**config.mk**
```make
export PLATFORM = sky130hd
export DESIGN_NAME = mdio_master
export DESIGN_NICKNAME = d
export VERILOG_FILES = /design/src/rtl/mdio_pkg.sv /design/src/rtl/mdio_clkdiv.sv /design/src/rtl/mdio_frame_ctrl.sv /design/src/rtl/mdio_shift.sv /design/src/rtl/mdio_master.sv
export SDC_FILE = /design/constraint.sdc
export NUM_CORES = 1
export LEC_CHECK = 0
export BUFFER_PORTS_ARGS = -buffer_cell sky130_fd_sc_hd__buf_4
export CAP_MARGIN = 20
export CORE_UTILIZATION = 61
export DETAILED_ROUTE_END_ITERATION = 8
export HOLD_SLACK_MARGIN = 0.02
export PLACE_DENSITY = 0.95
export SYNTH_ARGS = -nofsm -noshare
export SYNTH_HDL_FRONTEND = slang
export SYNTH_SLANG_ARGS = --single-unit
```
**constraint.sdc**
```tcl
create_clock -name clk -period 2.7 [get_ports clk]
set_input_delay 0.405 -clock clk [delete_from_list [all_inputs] [get_ports clk]]
set_output_delay 0.405 -clock clk [all_outputs]
set_load 0.02 [all_outputs]
```
**src/rtl/mdio_pkg.sv**
```systemverilog
package mdio_pkg;
    localparam int ADDR_W     = 5;
    localparam int DATA_W     = 16;
    localparam int PRE_BITS   = 32;
    localparam int HDR_BITS   = 4;
    localparam int TA_BITS    = 2;
    localparam int FRAME_BITS = PRE_BITS + HDR_BITS + 2 * ADDR_W + TA_BITS + DATA_W;
    localparam int IDX_W      = $clog2(FRAME_BITS);
    localparam int TA_FIRST   = PRE_BITS + HDR_BITS + 2 * ADDR_W;
    localparam int TA_LAST    = TA_FIRST + 1;
    localparam int DATA_FIRST = TA_FIRST + TA_BITS;

    localparam logic [1:0] SOF_CODE  = 2'b01;
    localparam logic [1:0] TA_DRIVEN = 2'b10;

    typedef enum logic [1:0] {
        OP_WRITE = 2'b01,
        OP_READ  = 2'b10
    } mdio_op_e;

    typedef enum logic {
        ST_IDLE  = 1'b0,
        ST_FRAME = 1'b1
    } mdio_state_e;

    typedef struct packed {
        mdio_op_e          op;
        logic [ADDR_W-1:0] phy;
        logic [ADDR_W-1:0] regad;
        logic [DATA_W-1:0] wdata;
    } mdio_req_t;

    // Whole frame, first bit on the wire in the top position.
    function automatic logic [FRAME_BITS-1:0] build_frame(input mdio_req_t r);
        logic [TA_BITS-1:0] ta;
        logic [DATA_W-1:0]  d;
        ta = (r.op == OP_WRITE) ? TA_DRIVEN : '0;
        d  = (r.op == OP_WRITE) ? r.wdata : '0;
        return {{PRE_BITS{1'b1}}, SOF_CODE, r.op, r.phy, r.regad, ta, d};
    endfunction
endpackage

```
**src/rtl/mdio_clkdiv.sv**
```systemverilog
module mdio_clkdiv #(
    parameter int HALF_DIV = 4
) (
    input  logic clk,
    input  logic rst,
    input  logic run,
    output logic mdc,
    output logic rise_evt,
    output logic fall_evt
);
    localparam int CW = (HALF_DIV > 1) ? $clog2(HALF_DIV) : 1;

    logic [CW-1:0] cnt;
    logic          wrap;

    assign wrap     = run && (cnt == CW'(HALF_DIV - 1));
    assign rise_evt = wrap && !mdc;
    assign fall_evt = wrap && mdc;

    always_ff @(posedge clk) begin
        if (rst || !run) begin
            cnt <= '0;
            mdc <= 1'b0;
        end else if (wrap) begin
            cnt <= '0;
            mdc <= ~mdc;
        end else begin
            cnt <= cnt + 1'b1;
        end
    end
endmodule

```
**src/rtl/mdio_frame_ctrl.sv**
```systemverilog
module mdio_frame_ctrl
    import mdio_pkg::*;
(
    input  logic             clk,
    input  logic             rst,
    input  logic             req_valid,
    input  logic             fall_evt,
    output logic             busy,
    output logic             load,
    output logic             finish,
    output logic             done,
    output logic [IDX_W-1:0] bit_idx
);
    mdio_state_e state;

    assign busy   = (state == ST_FRAME);
    assign load   = req_valid && !busy;
    assign finish = fall_evt && (bit_idx == IDX_W'(FRAME_BITS - 1));

    always_ff @(posedge clk) begin
        if (rst) begin
            state   <= ST_IDLE;
            bit_idx <= '0;
            done    <= 1'b0;
        end else begin
            done <= finish;
            if (load) begin
                state   <= ST_FRAME;
                bit_idx <= '0;
            end else if (finish) begin
                state   <= ST_IDLE;
                bit_idx <= '0;
            end else if (fall_evt) begin
                bit_idx <= bit_idx + 1'b1;
            end
        end
    end
endmodule

```
**src/rtl/mdio_shift.sv**
```systemverilog
module mdio_shift
    import mdio_pkg::*;
(
    input  logic              clk,
    input  logic              rst,
    input  logic              load,
    input  mdio_req_t         req,
    input  logic              busy,
    input  logic              rise_evt,
    input  logic              fall_evt,
    input  logic              finish,
    input  logic [IDX_W-1:0]  bit_idx,
    input  logic              mdio_in,
    output logic              mdio_out,
    output logic              mdio_oe,
    output logic [DATA_W-1:0] rd_data,
    output logic              no_resp
);
    logic [FRAME_BITS-1:0] sh;
    logic                  is_rd;
    logic [DATA_W-1:0]     rx;
    logic                  ta_bad;

    always_ff @(posedge clk) begin
        if (rst) begin
            sh      <= '0;
            is_rd   <= 1'b0;
            rx      <= '0;
            ta_bad  <= 1'b0;
            rd_data <= '0;
            no_resp <= 1'b0;
        end else begin
            if (load) begin
                sh     <= build_frame(req);
                is_rd  <= (req.op == OP_READ);
                rx     <= '0;
                ta_bad <= 1'b0;
            end else if (fall_evt) begin
                sh <= {sh[FRAME_BITS-2:0], 1'b0};
            end
            if (rise_evt && is_rd) begin
                if (bit_idx == IDX_W'(TA_LAST))
                    ta_bad <= mdio_in;
                if (bit_idx >= IDX_W'(DATA_FIRST))
                    rx <= {rx[DATA_W-2:0], mdio_in};
            end
            if (finish) begin
                rd_data <= rx;
                no_resp <= ta_bad;
            end
        end
    end

    assign mdio_out = sh[FRAME_BITS-1];
    assign mdio_oe  = busy && !(is_rd && (bit_idx >= IDX_W'(TA_FIRST)));
endmodule

```
**src/rtl/mdio_master.sv**
```systemverilog
module mdio_master
    import mdio_pkg::*;
#(
    parameter int HALF_DIV = 4
) (
    input  logic              clk,
    input  logic              rst,
    input  logic              req_valid,
    input  logic              req_read,
    input  logic [ADDR_W-1:0] req_phy,
    input  logic [ADDR_W-1:0] req_reg,
    input  logic [DATA_W-1:0] req_wdata,
    output logic              busy,
    output logic              done,
    output logic [DATA_W-1:0] rd_data,
    output logic              no_resp,
    output logic              mdc,
    output logic              mdio_out,
    output logic              mdio_oe,
    input  logic              mdio_in
);
    mdio_req_t        req;
    logic             load;
    logic             finish;
    logic             rise_evt;
    logic             fall_evt;
    logic [IDX_W-1:0] bit_idx;

    always_comb begin
        req.op    = req_read ? OP_READ : OP_WRITE;
        req.phy   = req_phy;
        req.regad = req_reg;
        req.wdata = req_wdata;
    end

    mdio_clkdiv #(.HALF_DIV(HALF_DIV)) u_clkdiv (
        .clk      (clk),
        .rst      (rst),
        .run      (busy),
        .mdc      (mdc),
        .rise_evt (rise_evt),
        .fall_evt (fall_evt)
    );

    mdio_frame_ctrl u_ctrl (
        .clk       (clk),
        .rst       (rst),
        .req_valid (req_valid),
        .fall_evt  (fall_evt),
        .busy      (busy),
        .load      (load),
        .finish    (finish),
        .done      (done),
        .bit_idx   (bit_idx)
    );

    mdio_shift u_shift (
        .clk      (clk),
        .rst      (rst),
        .load     (load),
        .req      (req),
        .busy     (busy),
        .rise_evt (rise_evt),
        .fall_evt (fall_evt),
        .finish   (finish),
        .bit_idx  (bit_idx),
        .mdio_in  (mdio_in),
        .mdio_out (mdio_out),
        .mdio_oe  (mdio_oe),
        .rd_data  (rd_data),
        .no_resp  (no_resp)
    );
endmodule

```
### After elaboration in Yosys (flattened, before gate mapping)

Cells that the tools add are included.

* register bits after elaboration: 110
* input port bits: 31

* add/sub/neg operators: 2
* order comparisons: 2
* equality and inequality tests: 5
* muxes and demuxes: 13
* bitwise gates (word level): 1
* reductions and logical operators: 17

Operators by type and width (count)
* 64-bit 2-to-1 mux: 2
* 16-bit 2-to-1 mux: 4
* 6-bit equality test (second input constant): 2
* 6-bit >= comparator (second input constant): 2
* 1-bit logical AND: 8
* 6-bit by 1-bit adder with 6-bit output (second input constant): 1
* 1-bit 2-to-1 mux: 5
* 2-bit equality test (second input constant): 2
* 2-bit 2-to-1 mux: 2
* 2-bit nonzero test: 2
* 2-bit OR reduction: 2
* 1-bit zero test: 3
* 3-bit OR reduction: 1
* 2-bit by 1-bit adder with 2-bit output (second input constant): 1
* 2-bit by 1-bit equality test with 1-bit output (second input constant): 1
* 1-bit logical OR: 1
* 1-bit NOT: 1

### Longest topological paths before layout

Gate-level depths: netlist (run 1).

* depth after elaboration: 6
* gate-level depth with buffers: 8
* depth with buffers taken out: 5

### Cells and area by module

From an unflattened synthesis (run 1), not the netlist that was laid out.

* cell total of the unflattened synthesis: 450
* area, all modules: 4518.1 sq um

Modules (own cells, without submodules)
* mdio_shift: times used 1, cells an instance 400, area each 4042.6 sq um, seq. area each 1981.9 sq um
* mdio_frame_ctrl: times used 1, cells an instance 37, area each 354.1 sq um, seq. area each 160.2 sq um
* mdio_clkdiv: times used 1, cells an instance 12, area each 117.6 sq um, seq. area each 60.1 sq um
* mdio_master: times used 1, cells an instance 1, area each 3.8 sq um, seq. area each 0.0 sq um

### Worst setup path before layout (run 1)

OpenSTA, ideal clock, no wires.

* path type: flip-flop to flip-flop
* start: register u_clkdiv.cnt[0]
* end: register u_shift.sh[36]
* library setup time: 132 ps
* arrival time: 1430 ps
* required time: 2568 ps
* path slack: 1138 ps
* cell stages (with the launch flop): 9
* path buffers: 4
* period minus slack after synthesis: 1562 ps
* path through: dfxtp_1 -> ha_1 -> buf_2 -> and3_1 -> buf_4 -> buf_6 -> buf_4 -> nor3_1 -> nor3_1

* cells in the longest elaborated chain, start to end: 4

RTL lines
* from (decl): line mdio_clkdiv.sv:13 `logic [CW-1:0] cnt;`
* from (signal assigned): line mdio_clkdiv.sv:28 `cnt <= cnt + 1'b1;`
* 2-bit equality test: line mdio_clkdiv.sv:16 `assign wrap = run && (cnt == CW'(HALF_DIV - 1));`
* 1-bit logical AND: line mdio_clkdiv.sv:16
* 1-bit logical AND: line mdio_clkdiv.sv:18 `assign fall_evt = wrap && mdc;`
* 2-bit nonzero test (no source line)
* to (signal assigned): line mdio_shift.sv:34 `sh <= build_frame(req);`
* to (signal assigned): line mdio_shift.sv:39 `sh <= {sh[FRAME_BITS-2:0], 1'b0};`
* to (decl): line mdio_shift.sv:19 `logic [FRAME_BITS-1:0] sh;`

Every way passes these cells.
A chain may end at the register's enable or synchronous reset.

### Worst setup path in the final report (run 1)

* start: register u_clkdiv.cnt[0]
* end: register u_ctrl.bit_idx[3]

* cells in the longest elaborated chain, start to end: 5

RTL lines
* 2-bit equality test *: line mdio_clkdiv.sv:16
* 1-bit logical AND *: line mdio_clkdiv.sv:16
* 1-bit logical AND *: line mdio_clkdiv.sv:18
* 1-bit logical AND: line mdio_frame_ctrl.sv:18 `assign finish = fall_evt && (bit_idx == IDX_W'(FRAME_BITS - 1));`
* 3-bit OR reduction (no source line)
* to (signal assigned): line mdio_frame_ctrl.sv:34 `bit_idx <= bit_idx + 1'b1;`
* to (decl): line mdio_frame_ctrl.sv:12 `output logic [IDX_W-1:0] bit_idx`

Every way passes the cells marked *; elsewhere a longest branch is shown, timed or not.

==> results of run 1 <==
[routing by layer]
metal / part of all wire (%) / wire, um / vias to the layer above / track usage (%)
met5: 0 / 0 / - / 0
met2: 49 / 4480 / 122 / 41.6
met3: 5.2 / 474 / 16 / 4.95
li1: - / - / 1864 / -
met1: 44 / 3980 / 1740 / 34.2
met4: 1.3 / 121 / 0 / 11.1
[final cells by class]
cell class	instances	area [um^2]
sequential	110	2200
timing repair buffer	57	453
fill	492	1960
multi-input combinational	372	1880
tap	96	120
clock buffer	9	124
clock inverter	6	83.8
inverter	2	7.51
[how the worst min path moves through the flow]
| stage | slack [ps] | endpoint | cells past startpoint | from |
|---|---|---|---|---|
| after floorplan | 410 | u_clkdiv.cnt[0] | 1 | u_clkdiv.cnt[0] |
| after global placement | 410 | u_clkdiv.cnt[0] | 1 | u_clkdiv.cnt[0] |
| after detailed placement | 430 | u_clkdiv.cnt[0] | 1 | u_clkdiv.cnt[0] |
| after CTS | 280 | u_shift.sh[0] | 3 | req_wdata[0] |
| after global routing | 290 | u_shift.rx[0] | 3 | mdio_in |
| final | 280 | u_shift.sh[0] | 3 | req_wdata[0] |
[sequential cells by signal, indices dropped and copies added (netlist names)]
name,cells
u_shift.rd_data,16
u_clkdiv.cnt,2
u_shift.no_resp,1
u_ctrl.done,1
u_shift.sh,64
u_shift.is_rd,1
u_shift.ta_bad,1
u_clkdiv.mdc,1
u_ctrl.busy,1
u_shift.rx,16
u_ctrl.bit_idx,6
[critical path, stage by stage (launching register included)]
cell and delay [ps]:
dfxtp_1 360, ha_1 330, nand3_4 350, nor3_4 690
or3_1 250, nor2_1 60
[through the flow]
stage	hold WS, ps	util, %	setup slack [ps]	cell area [um^2]
final	278	71.3	553	4870
after global placement	415	68.2	676	4660
after CTS	276	71.3	558	4870
after global routing	291	71.3	365	4870
after detailed placement	427	68.2	595	4660
after floorplan	408	-	1140	4320
[cell usage after synthesis]
library cell	number	area [um^2]
a211oi_1	2	15.0
nor4bb_1	1	10.0
buf_4	8	60.1
a31oi_1	2	12.5
nand3_4	1	17.5
nor3b_1	1	7.51
nand4_4	1	21.3
nand4_1	4	25.0
nor2b_1	2	12.5
dfxtp_1	110	2200
nor2_1	67	251
nor4b_1	1	8.76
nor3_1	70	350
nor3_4	1	16.3
nand2b_1	1	6.26
ha_1	2	25.0
o21a_1	2	15.0
and3_1	5	31.3
xor2_1	2	17.5
nand3_2	2	20.0
buf_6	3	33.8
clkbuf_1	22	82.6
or3_1	2	12.5
and3b_1	1	8.76
a311oi_1	17	149
xnor2_1	2	17.5
nand2_1	95	357
inv_1	2	7.51
buf_2	13	65.1
a21oi_1	53	265
and2_1	1	6.26
o21ai_0	2	10.0
nor4_1	10	62.6
mux2i_1	2	20.0
nand3_1	20	100
[power breakdown]
group | switching [mW] | internal (mW) | total (mW)
logic | 0.125 | 0.0976 | 0.223
clock network | 0.575 | 0.443 | 1.02
registers | 0.0417 | 1.70 | 1.74
[cell families after synthesis]
| logic type | share of synthesized area (%) |
|---|---|
| AND/OR/NAND/NOR | 30.7 |
| flip-flops | 50.9 |
| AO/OA/AOI/OAI | 10.8 |
| buffers and inverters | 5.76 |
| XOR/XNOR | 0.811 |
| multiplexers | 0.463 |
| adder cells (fa/ha/maj) | 0.579 |
==> flow_metrics.py, run 1 <==
metrics = {
    "run_status": {
        "run_status": "completed",
    },
    "timing": {
        "hold_viol_final": 0,
        "worst_pin_slew_ps": 841,
        "skew_ps": 13.1,
        "fmax_mhz": 466,
        "finalCritPeriodShare_pct": 79.5,
        "setup_violations": 0,
        "slew_viol_final": 0,
        "slew_headroom_pct": 43.9,
        "rsz0062_at_grt": "false",
        "setup_tns_ps": 0,
        "period_minus_slack_ps": 2150,
    },
    "die": {
        "rows": 30,
        "die_w_um": 86.2,
        "ios": 53,
        "coreArea_mm2": 0.00683,
        "die-area_mm2": 0.00743,
        "initial_core_util_pct": 63.3,
        "die_y_um": 86.2,
    },
    "global_routing": {
        "grt_max_degree": 86,
        "grt_pass1_wl_um": 15300,
        "grt_pass1_vias": 3354,
        "track_usage_pct": 25.8,
        "grt_overflow_total": 0,
        "grt_antenna_before_repair": 0,
    },
    "routing": {
        "dr.pass1.iters": 5,
        "postRouteAntennaNets": 0,
        "via_count": 3742,
        "wirelength_um": 9060,
        "viasPerCell": 5.74,
        "avgRoutedWirePerCell_um": 13.9,
        "drc": 0,
        "drtIter0Drc": 269,
    },
    "worst_setup_path": {
        "worstPathArrival_ps": 2410,
        "ff2ff_setup_slack_ps": 550,
        "startpoint_type": "flip-flop",
        "reg2reg_from": "u_clkdiv.cnt[0]",
        "rr_worst_depth": 5,
        "worstPathRequired_ps": 2960,
        "r2r_end": "u_ctrl.bit_idx[3]",
        "end_kind": "flip-flop",
        "endpoint": "u_ctrl.bit_idx[3]",
        "crit_start": "u_clkdiv.cnt[0]",
        "path_max_fanout": 31,
        "critPathKind": "flip-flop to flip-flop",
    },
    "power_and_ir_drop": {
        "leakagePower_nw": 1.92,
        "vdd_drop_max_uv": 427,
        "powerDensity_mw_per_mm2": 612,
        "total_power_mw": 2.98,
    },
    "cts": {
        "numClockSinks": 110,
        "h-tree-depth": 3,
        "clock-root-buffer": "clkbuf_8",
        "cts_hold_buf": 0,
        "cts_buffer_depth": 2,
        "tritoncts": "yes",
        "clkTransAtPathRegs_ps": 100,
        "cts_resized": 0,
        "cts_buffers": 9,
        "post_cts_buffers": 0,
        "worstSkewPairLatency_ps": 370,
    },
    "placement": {
        "dp.cells": 637,
        "dpl.hpwl_um": 5590,
        "io_buffers": 52,
        "gp_congestion": 0.797,
    },
    "layout": {
        "final_common_cell": "dfxtp_1",
        "drive_gt1_share_pct": 14.4,
        "syn_to_final_growth_pct": 12.6,
        "nNetsFinal": 585,
        "final_cell_mix": "dfxtp_1, nand2_1, nor3_1, nor2_1, buf_4",
        "final_cells": 652,
        "antenna_cells": 0,
    },
    "synth": {
        "synth_cell_type_count": 35,
        "avgSynthCellArea_um2": 8.16,
        "synth_area_mm2": 0.00432,
        "seq_area_frac_synth_pct": 50.9,
        "syn_inst": 530,
        "synth_nets": 563,
        "yosys_register_bits": 110,
        "synth-warning-count": 0,
    },
    "worst_hold_path": {
        "hp-class": "input port to flip-flop",
    },
    "flow_run": {
        "cap_violations": 0,
    },
}
Power figures use the tool's default switching activity.
==> run 2: changes to the inputs <==
--- a/config.mk
+++ b/config.mk
@@ -7,10 +7,10 @@
 export LEC_CHECK = 0
 export BUFFER_PORTS_ARGS = -buffer_cell sky130_fd_sc_hd__buf_4
 export CAP_MARGIN = 20
-export CORE_UTILIZATION = 61
+export CORE_UTILIZATION = 57
 export DETAILED_ROUTE_END_ITERATION = 8
 export HOLD_SLACK_MARGIN = 0.02
-export PLACE_DENSITY = 0.95
+export PLACE_DENSITY = 0.9
 export SYNTH_ARGS = -nofsm -noshare
 export SYNTH_HDL_FRONTEND = slang
 export SYNTH_SLANG_ARGS = --single-unit
==> constraint.sdc (replaced) <==
create_clock -name clk -period 2 [get_ports clk]
set_input_delay 0.3 -clock clk [delete_from_list [all_inputs] [get_ports clk]]
set_output_delay 0.3 -clock clk [all_outputs]
set_load 0.02 [all_outputs]
==> flow_metrics.py, run 2 (synthesis gave the netlist of run 1 again) <==
metrics = {
    "power_and_ir_drop": {
        "leakagePower_nw": 1.95,
        "vdd_drop_max_uv": 509,
        "powerDensity_mw_per_mm2": 791,
    },
    "routing": {
        "drc": 0,
        "avgRoutedWirePerCell_um": 13.3,
        "viasPerCell": 5.66,
        "via_count": 3750,
        "wirelength_um": 8780,
        "dr.pass1.iters": 5,
        "drtIter0Drc": 186,
        "postRouteAntennaNets": 0,
    },
    "layout": {
        "nNetsFinal": 592,
        "final_common_cell": "dfxtp_1",
        "final_cells": 662,
        "largest_register_ffs": 64,
        "regMostFlops": "u_shift.sh",
        "antenna_cells": 0,
        "fin_util_pct": 67.7,
        "reg.largest.list": "u_shift.sh x64, u_shift.rd_data x16, u_shift.rx x16",
        "syn_to_final_growth_pct": 14.2,
        "drive_gt1_share_pct": 15.5,
        "final_cell_mix": "dfxtp_1, nand2_1, nor3_1, nor2_1, buf_4",
    },
    "timing": {
        "setup_tns_ps": 0,
        "slew_viol_final": 0,
        "period_minus_slack_ps": 1840,
        "slew_headroom_pct": 62.2,
        "setup_violations": 0,
        "finalCritPeriodShare_pct": 91.9,
        "hold_viol_final": 0,
        "rsz0062_at_grt": "false",
        "worst_pin_slew_ps": 567,
        "worst_slack_ps": 162,
        "fmax_mhz": 544,
        "skew_ps": 8.44,
    },
    "worst_setup_path": {
        "r2r_end": "u_shift.rx[2]",
        "path_cells": "ha_1, nor2b_1, and3_1, buf_4, nand2_1, a21oi_1",
        "worstPathRequired_ps": 2300,
        "critPathKind": "flip-flop to flip-flop",
        "path_max_fanout": 10,
        "reg2reg_from": "u_clkdiv.cnt[0]",
        "critPathSlowestCell": "dfxtp_1",
        "worst-path-buf-inv": 1,
        "worstPathArrival_ps": 2140,
        "rr_worst_depth": 6,
        "max_stage_delay_ps": 350,
        "end_kind": "flip-flop",
        "startpoint_type": "flip-flop",
        "ff2ff_setup_slack_ps": 160,
        "cp_top_family": "simple AND/OR/NAND/NOR gates",
    },
    "flow_run": {
        "cap_violations": 0,
    },
    "cts": {
        "h-tree-depth": 3,
        "post_cts_buffers": 0,
        "cts_buffer_depth": 2,
        "clock-root-buffer": "clkbuf_8",
        "cts_resized": 0,
        "tritoncts": "yes",
        "cts_buffers": 9,
        "clkTransAtPathRegs_ps": 100,
        "worstSkewPairLatency_ps": 380,
        "numClockSinks": 110,
        "cts_hold_buf": 0,
    },
    "worst_hold_path": {
        "hold_end": "u_shift.sh[0]",
        "holdCritStartpoint": "req_wdata[0]",
        "whs_path_depth": 3,
        "hp-class": "input port to flip-flop",
    },
    "die": {
        "coreArea_mm2": 0.00729,
        "die_y_um": 89.1,
        "initial_core_util_pct": 59.3,
        "die-area_mm2": 0.00794,
        "rows": 31,
        "die_w_um": 89.1,
        "ios": 53,
    },
    "global_routing": {
        "grt_max_degree": 59,
        "grt_pass1_wl_um": 14400,
        "grt_overflow_total": 0,
        "grt_pass1_vias": 3276,
        "track_usage_pct": 23.2,
        "grt_antenna_before_repair": 0,
    },
    "run_status": {
        "run_status": "completed",
    },
    "placement": {
        "dpl_worst_slack_ps": 214,
        "dpl.hpwl_um": 5620,
        "dp.cells": 647,
        "io_buffers": 52,
        "gp_congestion": 0.802,
    },
}
[run 2: cell types whose count changed in the layout (fill, tap and decap cells not counted)]
cell / previous run / this run
buf_4: 55 / 59
buf_12: 2 / 5
bufinv_16: 1 / 0
clkinv_4: 3 / 2
clkinv_8: 1 / 0
clkinvlp_4: 0 / 1
inv_6: 0 / 1
inv_8: 1 / 2
[run 2: how the worst max path moves through the flow]
stage                          startpoint             endpoint  slack, ps  cells past startpoint
after CTS                 u_clkdiv.cnt[0]        u_shift.rx[2]        170                      6
after global routing      u_clkdiv.cnt[0]        u_shift.rx[2]         60                      6
final                     u_clkdiv.cnt[0]        u_shift.rx[2]        160                      6
after global placement    u_clkdiv.cnt[0]  u_shift.rd_data[12]        320                      6
after detailed placement  u_clkdiv.cnt[0]   u_shift.rd_data[4]        210                      6
after floorplan           u_clkdiv.cnt[0]       u_shift.sh[36]        440                      8
[run 2: layer usage]
layer  up-vias  global-route usage [%]  wire length, um
li1       1884                       -                -
met1      1763                    28.4             3920
met2        92                    40.1             4350
met3        11                    4.25              378
met4         0                    9.96              133
met5         -                       0                0
[run 2: cell type report]
cell class | instances | area (um^2)
clock inverter | 6 | 56.3
sequential | 110 | 2200
fill | 589 | 2360
tap | 99 | 124
timing repair buffer | 64 | 543
inverter | 2 | 7.51
multi-input combinational | 372 | 1880
clock buffer | 9 | 124
[run 2: power by group]
part	leakage (nW)	switching, mW	internal [mW]
logic	0.961	0.168	0.143
clock network	0.0897	0.777	0.473
registers	0.902	0.0543	2.29
[run 2: metrics by stage]
stage | total power [mW] | instance area, um^2 | hold slack (ps)
final | 3.90 | 4930 | 166
after global routing | 4.07 | 4930 | 179
after CTS | 3.93 | 4930 | 160
after detailed placement | 2.70 | 4750 | 422
after global placement | 2.69 | 4750 | 414
after floorplan | 2.59 | 4320 | 408
[run 2: worst register-to-register path, stage by stage (launching register included)]
cell and delay, ps:
dfxtp_1 350, ha_1 340, nor2b_1 270, and3_1 350, buf_4 230, nand2_1 70
a21oi_1 160
==> run 3: changes to the inputs <==
--- a/config.mk
+++ b/config.mk
@@ -7,10 +7,12 @@
 export LEC_CHECK = 0
 export BUFFER_PORTS_ARGS = -buffer_cell sky130_fd_sc_hd__buf_4
 export CAP_MARGIN = 20
-export CORE_UTILIZATION = 57
+export CELL_PAD_IN_SITES_DETAIL_PLACEMENT = 0
+export CELL_PAD_IN_SITES_GLOBAL_PLACEMENT = 1
+export CORE_UTILIZATION = 43
 export DETAILED_ROUTE_END_ITERATION = 8
 export HOLD_SLACK_MARGIN = 0.02
-export PLACE_DENSITY = 0.9
+export PLACE_DENSITY = 0.91
 export SYNTH_ARGS = -nofsm -noshare
 export SYNTH_HDL_FRONTEND = slang
 export SYNTH_SLANG_ARGS = --single-unit
==> flow_metrics.py, run 3 (synthesis gave the netlist of run 1 again) <==
metrics = {
    "run_status": {
        "run_status": "completed",
    },
    "timing": {
        "slew_headroom_pct": 64.3,
        "worst_slack_ps": 274,
        "setup_tns_ps": 0,
        "fmax_mhz": 579,
        "finalCritPeriodShare_pct": 86.3,
        "setup_violations": 0,
        "skew_ps": 11.9,
        "period_minus_slack_ps": 1730,
        "hold-worst-slack_ps": 175,
        "hold_viol_final": 0,
        "rsz0062_at_grt": "false",
        "slew_viol_final": 0,
        "worst_pin_slew_ps": 535,
    },
    "die": {
        "initial_core_util_pct": 44.2,
        "die_y_um": 102,
        "die_w_um": 102,
        "rows": 36,
        "coreArea_mm2": 0.00977,
        "ios": 53,
        "die-area_mm2": 0.0105,
    },
    "placement": {
        "dpl_worst_slack_ps": 215,
        "place_area_mm2": 0.00481,
        "dpl.hpwl_um": 5820,
        "gp_congestion": 0.781,
        "dp.cells": 684,
        "io_buffers": 52,
    },
    "worst_setup_path": {
        "critPathKind": "flip-flop to flip-flop",
        "ff2ff_setup_slack_ps": 270,
        "worstPathArrival_ps": 2000,
        "end_kind": "flip-flop",
        "rr_worst_depth": 6,
        "startpoint_type": "flip-flop",
        "endpoint": "u_shift.rd_data[13]",
        "worstPathRequired_ps": 2270,
        "r2r_end": "u_shift.rd_data[13]",
        "path_max_fanout": 33,
        "reg2reg_from": "u_clkdiv.cnt[0]",
        "crit_start": "u_clkdiv.cnt[0]",
    },
    "layout": {
        "drive_gt1_share_pct": 16.2,
        "final_cell_mix": "dfxtp_1, nand2_1, nor3_1, nor2_1, buf_4",
        "fin_util_pct": 51.1,
        "regMostFlops": "u_shift.sh",
        "reg.largest.list": "u_shift.sh x64, u_shift.rd_data x16, u_shift.rx x16",
        "post-route-cell-area_mm2": 0.00499,
        "n_fill_cell": 953,
        "antenna_cells": 0,
        "largest_register_ffs": 64,
        "nNetsFinal": 595,
        "final_common_cell": "dfxtp_1",
        "syn_to_final_growth_pct": 15.5,
        "final_cells": 700,
    },
    "routing": {
        "viasPerCell": 5.22,
        "drc": 0,
        "postRouteAntennaNets": 0,
        "drtIter0Drc": 236,
        "avgRoutedWirePerCell_um": 12.7,
        "dr.pass1.iters": 4,
        "wirelength_um": 8870,
        "via_count": 3656,
    },
    "global_routing": {
        "track_usage_pct": 18.4,
        "met2_usage_pct": 32.0,
        "grt_overflow_total": 0,
        "grt_antenna_before_repair": 0,
        "grt_pass1_wl_um": 15400,
        "grt_busiest_layer": "met2",
        "grt_max_degree": 50,
        "grt_pass1_vias": 3495,
        "use_met1_pct": 22.4,
        "grt_util_met3_pct": 4.58,
    },
    "worst_hold_path": {
        "hp-class": "input port to flip-flop",
    },
    "cts": {
        "clock-root-buffer": "clkbuf_8",
        "cts_buffers": 9,
        "worstSkewPairLatency_ps": 380,
        "post_cts_buffers": 0,
        "numClockSinks": 110,
        "cts_buffer_depth": 2,
        "tritoncts": "yes",
        "clkTransAtPathRegs_ps": 110,
        "h-tree-depth": 3,
    },
    "power_and_ir_drop": {
        "leakagePower_nw": 1.97,
        "vdd_drop_max_uv": 370,
        "powerDensity_mw_per_mm2": 787,
        "total_power_mw": 3.93,
    },
    "flow_run": {
        "cap_violations": 0,
    },
}
run 3: worst min path at each step:
stage	startpoint	endpoint	depth (start not counted)
after floorplan	u_clkdiv.cnt[0]	u_clkdiv.cnt[0]	1
after global placement	u_clkdiv.cnt[0]	u_clkdiv.cnt[0]	1
after detailed placement	u_shift.rd_data[0]	u_shift.rd_data[0]	2
after CTS	mdio_in	u_shift.ta_bad	3
after global routing	mdio_in	u_shift.ta_bad	3
final	mdio_in	u_shift.ta_bad	3
run 3: metal layers:
layer  up-vias  wire, um
li1       1885         -
met1      1699      4170
met2        57      4290
met3        15       297
met4         0       116
met5         -         0
run 3: area by class of cell:
cell class | instances | area, um^2 | area share (%)
Clock buffer | 9 | 124 | 2.48
Timing Repair Buffer | 67 | 553 | 11.1
Multi-Input combinational cell | 372 | 1880 | 37.7
Tap cell | 133 | 166 | 3.33
Inverter | 2 | 7.51 | 0.150
Sequential cell | 110 | 2200 | 44.1
Clock inverter | 7 | 60.1 | 1.20
run 3: worst max-delay path, stage by stage, from the launching register on:
cell and delay [ps]:
dfxtp_1 350, ha_1 320, and3_2 280, buf_12 190, nand4_4 250, nand2_1 150
a21oi_1 70
run 3: report_power, final:
group / internal [mW] / total (mW) / leakage, nW / switching, mW
sequential: 2.29 / 2.35 / 0.902 / 0.0553
combinational: 0.141 / 0.307 / 0.968 / 0.167
clock: 0.483 / 1.28 / 0.0973 / 0.793
run 3: what timing repair did:
action,CTS,global route
hold buffers,0,0
hold endpoints to repair,0,0
gates resized for setup,0,1
endpoints found under the setup margin,0,1
